==> config.mk <==
export PLATFORM = sky130hd
export DESIGN_NAME = pipe_sram
export DESIGN_NICKNAME = d
export VERILOG_FILES = /design/src/rtl/psram_pkg.sv /design/src/rtl/psram_ctrl.sv /design/src/rtl/psram_array.sv /design/src/rtl/psram_out.sv /design/src/rtl/pipe_sram.sv
export SDC_FILE = /design/constraint.sdc
export NUM_CORES = 2
export LEC_CHECK = 0
export BUFFER_PORTS_ARGS = -buffer_cell sky130_fd_sc_hd__buf_2
export CORE_MARGIN = 2
export CORE_UTILIZATION = 35
export CTS_CLUSTER_DIAMETER = 200
export DETAILED_ROUTE_END_ITERATION = 7
export PLACE_DENSITY_LB_ADDON = 0.2
export SYNTH_ARGS = -nofsm -noshare
export SYNTH_HDL_FRONTEND = slang
export SYNTH_SLANG_ARGS = --single-unit
==> constraint.sdc <==
create_clock -name clk -period 2.3 [get_ports clk]
set_clock_uncertainty 0.05 [all_clocks]
set_input_delay 0.46 -clock clk [delete_from_list [all_inputs] [get_ports clk]]
set_output_delay 0.46 -clock clk [all_outputs]
set_load 0.02 [all_outputs]
==> src/rtl/psram_pkg.sv <==
package psram_pkg;
  typedef enum logic [1:0] {
    OP_NONE = 2'd0,
    OP_RD   = 2'd1,
    OP_WR   = 2'd2
  } op_e;

  // low two address bits for burst step k from a base
  function automatic logic [1:0] burst_low(input logic [1:0] base,
                                           input logic [1:0] step,
                                           input logic       lin);
    return lin ? (base + step) : (base ^ step);
  endfunction
endpackage

==> src/rtl/psram_ctrl.sv <==
// Cycle decode, burst counter and the two-slot op pipeline.
module psram_ctrl
  import psram_pkg::*;
#(
  parameter int ADDR_W = 6,   // must be at least 3
  parameter int LANES  = 4
) (
  input  logic              clk,
  input  logic              rst,
  input  logic              ce,
  input  logic              ld_n,
  input  logic              wr_n,
  input  logic              sel0_n,
  input  logic              sel1,
  input  logic              sel2_n,
  input  logic              sleep,
  input  logic              order_lin,
  input  logic [ADDR_W-1:0] addr,
  input  logic [LANES-1:0]  bw_n,
  output op_e               s1_op,
  output logic [ADDR_W-1:0] s1_addr,
  output logic [LANES-1:0]  s1_bw_n,
  output op_e               s2_op,
  output logic [ADDR_W-1:0] s2_addr,
  output logic [LANES-1:0]  s2_bw_n
);
  localparam int HI_W = ADDR_W - 2;

  op_e               b_op;
  logic [ADDR_W-1:0] b_base;
  logic [1:0]        b_cnt;
  logic              b_lin;

  logic              selected;
  logic [1:0]        nxt_cnt;
  op_e               slot_op;
  logic [ADDR_W-1:0] slot_addr;

  always_comb begin
    selected  = !sel0_n && sel1 && !sel2_n;
    nxt_cnt   = b_cnt + 2'd1;
    slot_op   = OP_NONE;
    slot_addr = addr;
    if (!sleep) begin
      if (!ld_n) begin
        if (selected) slot_op = wr_n ? OP_RD : OP_WR;
      end else if (b_op != OP_NONE) begin
        slot_op   = b_op;
        slot_addr = {b_base[ADDR_W-1:2], burst_low(b_base[1:0], nxt_cnt, b_lin)};
      end
    end
  end

  always_ff @(posedge clk) begin
    if (rst) begin
      b_op    <= OP_NONE;
      b_base  <= '0;
      b_cnt   <= '0;
      b_lin   <= 1'b1;
      s1_op   <= OP_NONE;
      s2_op   <= OP_NONE;
      s1_addr <= '0;
      s2_addr <= '0;
      s1_bw_n <= '1;
      s2_bw_n <= '1;
    end else if (ce) begin
      s2_op   <= s1_op;
      s2_addr <= s1_addr;
      s2_bw_n <= s1_bw_n;
      s1_op   <= slot_op;
      s1_addr <= slot_addr;
      s1_bw_n <= bw_n;
      if (!sleep) begin
        if (!ld_n) begin
          b_op   <= selected ? (wr_n ? OP_RD : OP_WR) : OP_NONE;
          b_base <= addr;
          b_cnt  <= 2'd0;
          b_lin  <= order_lin;
        end else if (b_op != OP_NONE) begin
          b_cnt <= nxt_cnt;
        end
      end
    end
  end

  // a load without all three selects active yields an empty slot
  p_deselect_r2: assert property (@(posedge clk) disable iff (rst)
    (ce && !ld_n && !sleep && (sel0_n || !sel1 || sel2_n)) |=> (s1_op == OP_NONE));

  // an advance with no open burst yields an empty slot
  p_no_type_on_advance_r13: assert property (@(posedge clk) disable iff (rst)
    (ce && ld_n && b_op == OP_NONE) |=> (s1_op == OP_NONE));

  // sleep blocks new cycles
  p_sleep_blocks_r10: assert property (@(posedge clk) disable iff (rst)
    (ce && sleep) |=> (s1_op == OP_NONE));

  // burst addresses stay inside the aligned group of the base
  p_burst_group_r7: assert property (@(posedge clk) disable iff (rst)
    (ce && ld_n && !sleep && b_op != OP_NONE)
      |=> (s1_addr[ADDR_W-1:2] == $past(b_base[ADDR_W-1:2])));

  // a disabled edge leaves the pipeline untouched
  p_freeze_r8: assert property (@(posedge clk) disable iff (rst)
    (!ce && !rst) |=> ($stable(s1_op) && $stable(s2_op) && $stable(s1_addr)
                       && $stable(s2_addr) && $stable(b_cnt)));

  // every active edge advances the slot pipeline by one
  p_slot_shift_r12: assert property (@(posedge clk) disable iff (rst)
    (ce && !rst) |=> (s2_op == $past(s1_op)));

  logic [HI_W-1:0] unused_hi;
  assign unused_hi = '0;
endmodule

==> src/rtl/psram_array.sv <==
// Storage: one RAM per byte lane, read-first, so each lane infers a block RAM.
module psram_array #(
  parameter int ADDR_W = 6,
  parameter int LANES  = 4,
  parameter int LANE_W = 9
) (
  input  logic                    clk,
  input  logic                    ce,
  input  logic                    we,
  input  logic [LANES-1:0]        wbe_n,
  input  logic [ADDR_W-1:0]       waddr,
  input  logic [LANES*LANE_W-1:0] wdata,
  input  logic [ADDR_W-1:0]       raddr,
  output logic [LANES*LANE_W-1:0] rdata
);
  localparam int DEPTH = 1 << ADDR_W;

  for (genvar g = 0; g < LANES; g++) begin : g_lane
    logic [LANE_W-1:0] ram [DEPTH];
    always_ff @(posedge clk) begin
      if (ce) begin
        if (we && !wbe_n[g]) ram[waddr] <= wdata[g*LANE_W +: LANE_W];
        rdata[g*LANE_W +: LANE_W] <= ram[raddr];
      end
    end
  end
endmodule

==> src/rtl/psram_out.sv <==
// Late-write capture register, read merge and the registered output.
module psram_out
  import psram_pkg::*;
#(
  parameter int ADDR_W = 6,
  parameter int LANES  = 4,
  parameter int LANE_W = 9
) (
  input  logic                    clk,
  input  logic                    rst,
  input  logic                    ce,
  input  op_e                     s2_op,
  input  logic [ADDR_W-1:0]       s2_addr,
  input  logic [LANES-1:0]        s2_bw_n,
  input  logic [LANES*LANE_W-1:0] din,
  input  logic [LANES*LANE_W-1:0] raw,
  output logic [LANES*LANE_W-1:0] q,
  output logic                    q_vld
);
  localparam int DATA_W = LANES * LANE_W;

  logic              wl_vld;
  logic [ADDR_W-1:0] wl_addr;
  logic [LANES-1:0]  wl_bw_n;
  logic [DATA_W-1:0] wl_data;
  logic              hit;
  logic [DATA_W-1:0] merged;

  always_comb begin
    hit = wl_vld && (wl_addr == s2_addr);
    for (int i = 0; i < LANES; i++) begin
      merged[i*LANE_W +: LANE_W] = (hit && !wl_bw_n[i]) ? wl_data[i*LANE_W +: LANE_W]
                                                       : raw[i*LANE_W +: LANE_W];
    end
  end

  always_ff @(posedge clk) begin
    if (rst) begin
      wl_vld  <= 1'b0;
      wl_addr <= '0;
      wl_bw_n <= '1;
      wl_data <= '0;
      q       <= '0;
      q_vld   <= 1'b0;
    end else if (ce) begin
      wl_vld  <= (s2_op == OP_WR);
      wl_addr <= s2_addr;
      wl_bw_n <= s2_bw_n;
      wl_data <= din;
      q_vld   <= (s2_op == OP_RD);
      if (s2_op == OP_RD) q <= merged;
    end
  end

  // a read leaving the pipeline makes the output valid
  p_read_valid_r3: assert property (@(posedge clk) disable iff (rst)
    (ce && s2_op == OP_RD) |=> q_vld);

  // a full-mask write committed one edge earlier reaches a read of its word
  p_forward_full_r9: assert property (@(posedge clk) disable iff (rst)
    (ce && s2_op == OP_RD && wl_vld && wl_addr == s2_addr && wl_bw_n == '0)
      |=> (q == $past(wl_data)));

  // write data is captured only from the write slot
  p_capture_r4: assert property (@(posedge clk) disable iff (rst)
    (ce && s2_op == OP_WR) |=> (wl_vld && wl_data == $past(din)));
endmodule

==> src/rtl/pipe_sram.sv <==
module pipe_sram
  import psram_pkg::*;
#(
  parameter int ADDR_W = 6,
  parameter int LANES  = 4,
  parameter int LANE_W = 9,
  localparam int DATA_W = LANES * LANE_W
) (
  input  logic              clk,
  input  logic              rst,
  input  logic              cke_n,
  input  logic              ld_n,
  input  logic              wr_n,
  input  logic              sel0_n,
  input  logic              sel1,
  input  logic              sel2_n,
  input  logic [LANES-1:0]  bw_n,
  input  logic [ADDR_W-1:0] addr,
  input  logic              order_lin,
  input  logic              sleep,
  input  logic              oe_n,
  input  logic [DATA_W-1:0] din,
  output logic [DATA_W-1:0] dq,
  output logic              dq_en
);
  logic              ce;
  op_e               s1_op, s2_op;
  logic [ADDR_W-1:0] s1_addr, s2_addr;
  logic [LANES-1:0]  s1_bw_n, s2_bw_n;
  logic [DATA_W-1:0] raw, q;
  logic              q_vld;

  assign ce = !cke_n;

  psram_ctrl #(.ADDR_W(ADDR_W), .LANES(LANES)) u_ctrl (
    .clk(clk), .rst(rst), .ce(ce), .ld_n(ld_n), .wr_n(wr_n),
    .sel0_n(sel0_n), .sel1(sel1), .sel2_n(sel2_n), .sleep(sleep),
    .order_lin(order_lin), .addr(addr), .bw_n(bw_n),
    .s1_op(s1_op), .s1_addr(s1_addr), .s1_bw_n(s1_bw_n),
    .s2_op(s2_op), .s2_addr(s2_addr), .s2_bw_n(s2_bw_n)
  );

  psram_array #(.ADDR_W(ADDR_W), .LANES(LANES), .LANE_W(LANE_W)) u_array (
    .clk(clk), .ce(ce), .we(s2_op == OP_WR), .wbe_n(s2_bw_n),
    .waddr(s2_addr), .wdata(din), .raddr(s1_addr), .rdata(raw)
  );

  psram_out #(.ADDR_W(ADDR_W), .LANES(LANES), .LANE_W(LANE_W)) u_out (
    .clk(clk), .rst(rst), .ce(ce), .s2_op(s2_op), .s2_addr(s2_addr),
    .s2_bw_n(s2_bw_n), .din(din), .raw(raw), .q(q), .q_vld(q_vld)
  );

  assign dq    = q;
  assign dq_en = q_vld && !oe_n && !sleep;

  // reset releases the output
  p_reset_release_r1: assert property (@(posedge clk) rst |=> !dq_en);

  // a disabled edge keeps the output register
  p_out_hold_r8: assert property (@(posedge clk) disable iff (rst)
    (cke_n && !rst) |=> ($stable(q) && $stable(q_vld)));
endmodule

# Word-level counts from Yosys, hierarchy flattened
# Memories as Yosys holds them, arrays and structs flattened. A register that Yosys moved wholly into a read port is not among the register bits.
# Index checks and enable logic that the tools add are counted.
[totals] regBits=119 latchBits=0 mem_bits_rw=2304 romBits=0 output_inout_bits=37 word_cells=90 mem_count=4
[op_classes] addsub=2 mul=0 div_mod_pow=0 order_cmp=0 eq_ne=4 shifts=0 n_mux=27 bitwise_logic=4 n_reduce_logical=33
[memory_table] memory="u_array.g_lane[0].ram" words=64 width=9 read_ports=1 rd_clocked_by_memory_dff=1 wr=1 line_no="psram_array.sv:19" source="logic [LANE_W-1:0] ram [DEPTH];"
[memory_table] memory="u_array.g_lane[1].ram" words=64 width=9 read_ports=1 rd_clocked_by_memory_dff=1 wr=1 line_no="psram_array.sv:19"
[memory_table] memory="u_array.g_lane[2].ram" words=64 width=9 read_ports=1 rd_clocked_by_memory_dff=1 wr=1 line_no="psram_array.sv:19"
[memory_table] memory="u_array.g_lane[3].ram" words=64 width=9 read_ports=1 rd_clocked_by_memory_dff=1 wr=1 line_no="psram_array.sv:19"
[op_table] op="two-way mux 9 bit" n=4
[op_table] op="two-way mux 6 bit" n=3
[op_table] op="logical NOT 1 bit" n=16
[op_table] op="two-way mux 2 bit" n=8
[op_table] op="logical AND 1 bit" n=13
[op_table] op="two-way mux 1 bit" n=12
[op_table] op="equality test 6 bit" n=1
[op_table] op="AND reduction 3 bit" n=2
[op_table] op="NOT 1 bit" n=3
[op_table] op="adder 2 x 1 -> 2 bit, second input constant" n=1
[op_table] op="adder 2 bit" n=1
[op_table] op="equality test 2 x 1 -> 1 bit, second input constant" n=1
[op_table] op="equality test 2 bit, second input constant" n=1
[op_table] op="!= test 2 x 1 -> 1 bit, second input constant" n=1
[op_table] op="AND reduction 2 bit" n=1
[op_table] op="nonzero test 2 bit" n=1
[op_table] op="bitwise XOR 2 bit" n=1

# Logic depth before layout (Yosys ltp)
[depth] word_depth=6 depth_mapped=10 depth_no_buf=7

# Cells and area by module
# From an unflattened synthesis, not the netlist that was laid out.
[unflattened] hier_cells=4613 hier_area_um2=95237.6
[modules_own_cells] mod="psram_array" instances=1 cells_per_inst=4065 area_per_inst_um2=89799.9 seq_area_each_um2=70267.4
[modules_own_cells] mod="psram_out" instances=1 cells_per_inst=383 area_per_inst_um2=3893.7 seq_area_each_um2=1681.6
[modules_own_cells] mod="psram_ctrl" instances=1 cells_per_inst=162 area_per_inst_um2=1521.5 seq_area_each_um2=700.7
[modules_own_cells] mod="pipe_sram" instances=1 cells_per_inst=3 area_per_inst_um2=22.5 seq_area_each_um2=0.0

# Worst setup path before layout
# OpenSTA, ideal clock, no wires.
[synth_path] kind="register to register" from="register u_ctrl.s1_addr[1]" to="register u_array.rdata[19] (read register of u_array.g_lane[2].ram) (data pin)" arrival_ps=2216 required_ps=1978 path_slack_ps=-238 stages_incl_launch_ff=8 cell_sequence="dfxtp_1 > buf_2 > buf_2 > buf_1 > mux4_2 > mux4_2 > a22oi_1 > o221ai_1"
[synth_lines] item="from (decl)" line_no="psram_ctrl.sv:21" source="output logic [ADDR_W-1:0] s1_addr,"
[synth_lines] item="from (signal assigned)" line_no="psram_ctrl.sv:71" source="s1_addr <= slot_addr;"
[synth_lines] item="to (decl)" line_no="psram_array.sv:14" source="output logic [LANES*LANE_W-1:0] rdata"

==> impl_metrics.csv <==
group,metric,value,unit
outcome,status,"complete, but fails checks",
outcome,violations,"setup timing",
synthesis,syn_area,94900,sq um
floorplanning,io_pins,94,
synthesis,synthFlopType,"edfxtp_1",
synthesis,postSynth.asyncResetShare,0,
sta,hold_viol_final,0,
finish,nFillCells,23200,
synthesis,ys_seq_elements,2459,
route,via_per_inst,5.36,
clocking,cts-root-buf,"clkbuf_16",
synthesis,synth-edff-count,2340,
clocking,cts_buffers,283,
placement,place.gp.congestion,0.876,
sta,slew-limit-headroom,0.135,
setup_path,crit_chain,"buf_12 -> buf_16 -> buf_16 -> mux4_2 -> mux4_2 -> mux2i_1 -> buf_4 -> a22oi_2",
finish,area_delta_synth_final,25.1,%
setup_path,cp_slowest_cell,"mux4_2",
synthesis,yosys_warnings,0,
setup_path,crit_type,"reg -> reg",
route,drc,0,
setup_path,r2r_cells,8,
sta,postLayoutSetupSlackWorst,-462,ps
setup_path,path_delay_family,"multiplexers",
route,first_pass_iters,5,
setup_path,slowest_delay,550,ps
setup_path,crit_start,"u_ctrl.s1_addr[0]",
global_routing,grt_max_degree,74,
clocking,insertion_delay,900,ps
sta,worst_pin_slew,1300,ps
floorplanning,die_h,525,microns
global_routing,antenna_found_initial,17,
setup_path,path_depth,8,
setup_path,arrival,3340,ps
pwr,p_leak,38.2,nW
sta,fin_crit_sh,1.20,
route,antenna_left,0,
flow_run,drv_cap,0,
setup_path,r2r_setup_slack,-460,ps
global_routing,busiest_layer,"met2",
clocking,cts_sinks,2459,
setup_path,crit_fanout,11,
setup_path,worstPathRequired,2880,ps
clocking,cts_tree,"built",
finish,drive_above_1_share,0.363,
sta,slew_viol_final,0,
sta,fin_setup_tns,-12740,ps
route,wl,286,mm
placement,numPortBuffers,93,
min_path,hold_start,"din[13]",
synthesis,syn_area_per_cell,20.7,sq um
sta,min_period,2760,ps
route,drt-initial-drc-count,5933,
global_routing,use_met2,0.321,
synthesis,synthCells,4579,
synthesis,syn_nets,4637,
placement,detailedPlace.worstSlack,-819,ps
global_routing,grt.overflow.total,0,
clocking,clkTransAtPathRegs,60,ps
floorplanning,die_w,525,microns
global_routing,use_met3,0.0389,
route,wl_per_cell,30.5,microns
sta,max_freq,362,MHz
sta,finalSetupViolations,36,
global_routing,grt.met1_usage,0.293,
floorplanning,initial_core_util,0.351,
min_path,min_path_cells,1,
floorplanning,row_count,191,
synthesis,synth_seq_area_share,0.765,
synthesis,ys_types,50,
sta,rsz0062_at_grt,"yes",
pwr,ir_worst_vdd,0.000513,V
floorplanning,die_area,275000,sq um
pwr,cellPowerDensity,830,nW/um^2
setup_path,endpoint_kind,"register",
setup_path,critPathLaunchType,"register",
clocking,clk_path_buf_depth,4,
min_path,hold_class,"in -> reg",
clocking,h-tree-depth,5,
route,num_vias,50200,
global_routing,grt_pass1_wl,399,mm
global_routing,first_global_vias,50700,
floorplanning,core,270000,sq um
pwr,fin_total_pwr,98.5,mW
setup_path,timing.rr.start,"u_ctrl.s1_addr[0]",
placement,hpwl,191,mm
global_routing,grt_usage,0.205,
finish,fin_nets,5650,
setup_path,critPathBufInv,4,
timing repair:
item                                   in CTS  in global routing
setup endpoints to repair                 710                293
cloned                                     11                  2
endpoints found under the hold margin     279                  0
pin swaps                                  31                 18
hold buffers                               43                  0
resized for setup                         164                 71
setup buffers                              47                 23
final cells by class:
cell class	count	area [sq um]	area share
diodes	7	17.5	0.000148
clock buffers	360	7710	0.0649
clock inverters	121	918	0.00774
inverters	5	28.8	0.000242
multi-input cells	1839	21800	0.183
flip-flops and latches	2459	72700	0.612
well taps	3570	4470	0.0376
repair buffers	1004	11100	0.0938
path summary, 6_finish.rpt:
| path | endpoint |
|---|---|
| worst max-delay path | u_array.rdata[10] |
| worst min-delay path | u_array.g_lane[1].ram[23][4] |
| worst max register to register | u_array.rdata[10] |
| worst min register to register | u_ctrl.b_base[3] |
state kept, by name (all words and copies together), names as in the netlist, 4 cells and up:
signal / count
u_ctrl.b_base: 6
u_out.wl_addr: 6
u_ctrl.s1_bw_n: 4
u_ctrl.s2_addr: 6
u_out.wl_bw_n: 4
u_array.rdata: 36
u_out.wl_data: 36
u_out.q: 36
u_ctrl.s2_bw_n: 4
u_array.g_lane.ram: 2304
u_ctrl.s1_addr: 6
synthesized netlist by cell type, types with 9 or more instances:
cell | number | area [sq um]
o22ai_1 | 14 | 87.6
a22oi_1 | 40 | 300
o21ai_0 | 12 | 60.1
a31oi_1 | 15 | 93.8
buf_1 | 38 | 143
nor2b_1 | 22 | 138
a211oi_1 | 41 | 308
nor2_1 | 370 | 1390
mux2i_1 | 183 | 1830
nor3b_1 | 9 | 67.6
mux4_2 | 609 | 13700
o211ai_1 | 17 | 128
clkbuf_1 | 137 | 514
mux2_2 | 42 | 473
buf_2 | 65 | 325
a21oi_1 | 43 | 215
dfxtp_1 | 119 | 2380
nand2_1 | 256 | 961
a211o_1 | 14 | 123
a32oi_1 | 13 | 114
buf_4 | 32 | 240
edfxtp_1 | 2340 | 70300
nand3_1 | 44 | 220
a221oi_1 | 17 | 149
per-stage QoR:
step	utilization	hold slack, ps	cell area [sq um]	instances
after global routing	0.439	18.2	119000	9359
final	0.439	48.4	119000	9365
after floorplan	-	381	95000	4579
after CTS	0.437	2.15	118000	9337
after global placement	0.398	395	108000	8757
after detailed placement	0.398	400	108000	8757
placed cells by master (no fill, tap or decap), drive strengths merged, types with 9 or more instances in the layout:
cell type    synthesis  layout
a21oi               43      43
a31oi               15      15
nand3               44      44
edfxtp            2340    2340
nand2              256     256
dlygate4sd3          0      43
a221oi              17      17
nor2               370     370
clkinv               2      94
a32oi               13      13
dfxtp              119     119
o21ai               12      12
mux4               609     609
clkbuf             137     362
o211ai              17      17
nor3b                9       9
bufinv               0      14
mux2i              183     183
a22oi               40      40
buf                139     958
inv                  3      10
o22ai               14      14
nor2b               22      22
a211o               14      14
a211oi              41      41
mux2                42      42
kinds of logic (layout without fill, tap and decap cells):
| family | count (synthesis) | after routing | share of synthesized area |
|---|---|---|---|
| XOR/XNOR | 9 | 9 | 0.000831 |
| flip-flops | 2459 | 2459 | 0.765 |
| AO/OA/AOI/OAI | 260 | 260 | 0.0198 |
| multiplexers | 834 | 834 | 0.169 |
| other | 0 | 7 | 0 |
| adder cells (fa/ha/maj) | 1 | 1 | 0.000132 |
| AND/OR/NAND/NOR | 735 | 735 | 0.0315 |
| buffers and inverters | 281 | 1490 | 0.0136 |
power breakdown:
| group | leakage (nW) | internal (mW) | switching, mW |
|---|---|---|---|
| Clock | 4.21 | 25.1 | 17.4 |
| Combinational | 12.0 | 3.02 | 3.69 |
| Sequential | 22.0 | 49.2 | 0.210 |
| Total | 38.2 | 77.3 | 21.3 |
routing by layer:
metal,wire (microns),part of all wire
met5,51,0.00018
met4,8290,0.029
met3,19500,0.068
met2,133000,0.46
met1,125000,0.44
Power figures use the tool's default switching activity.
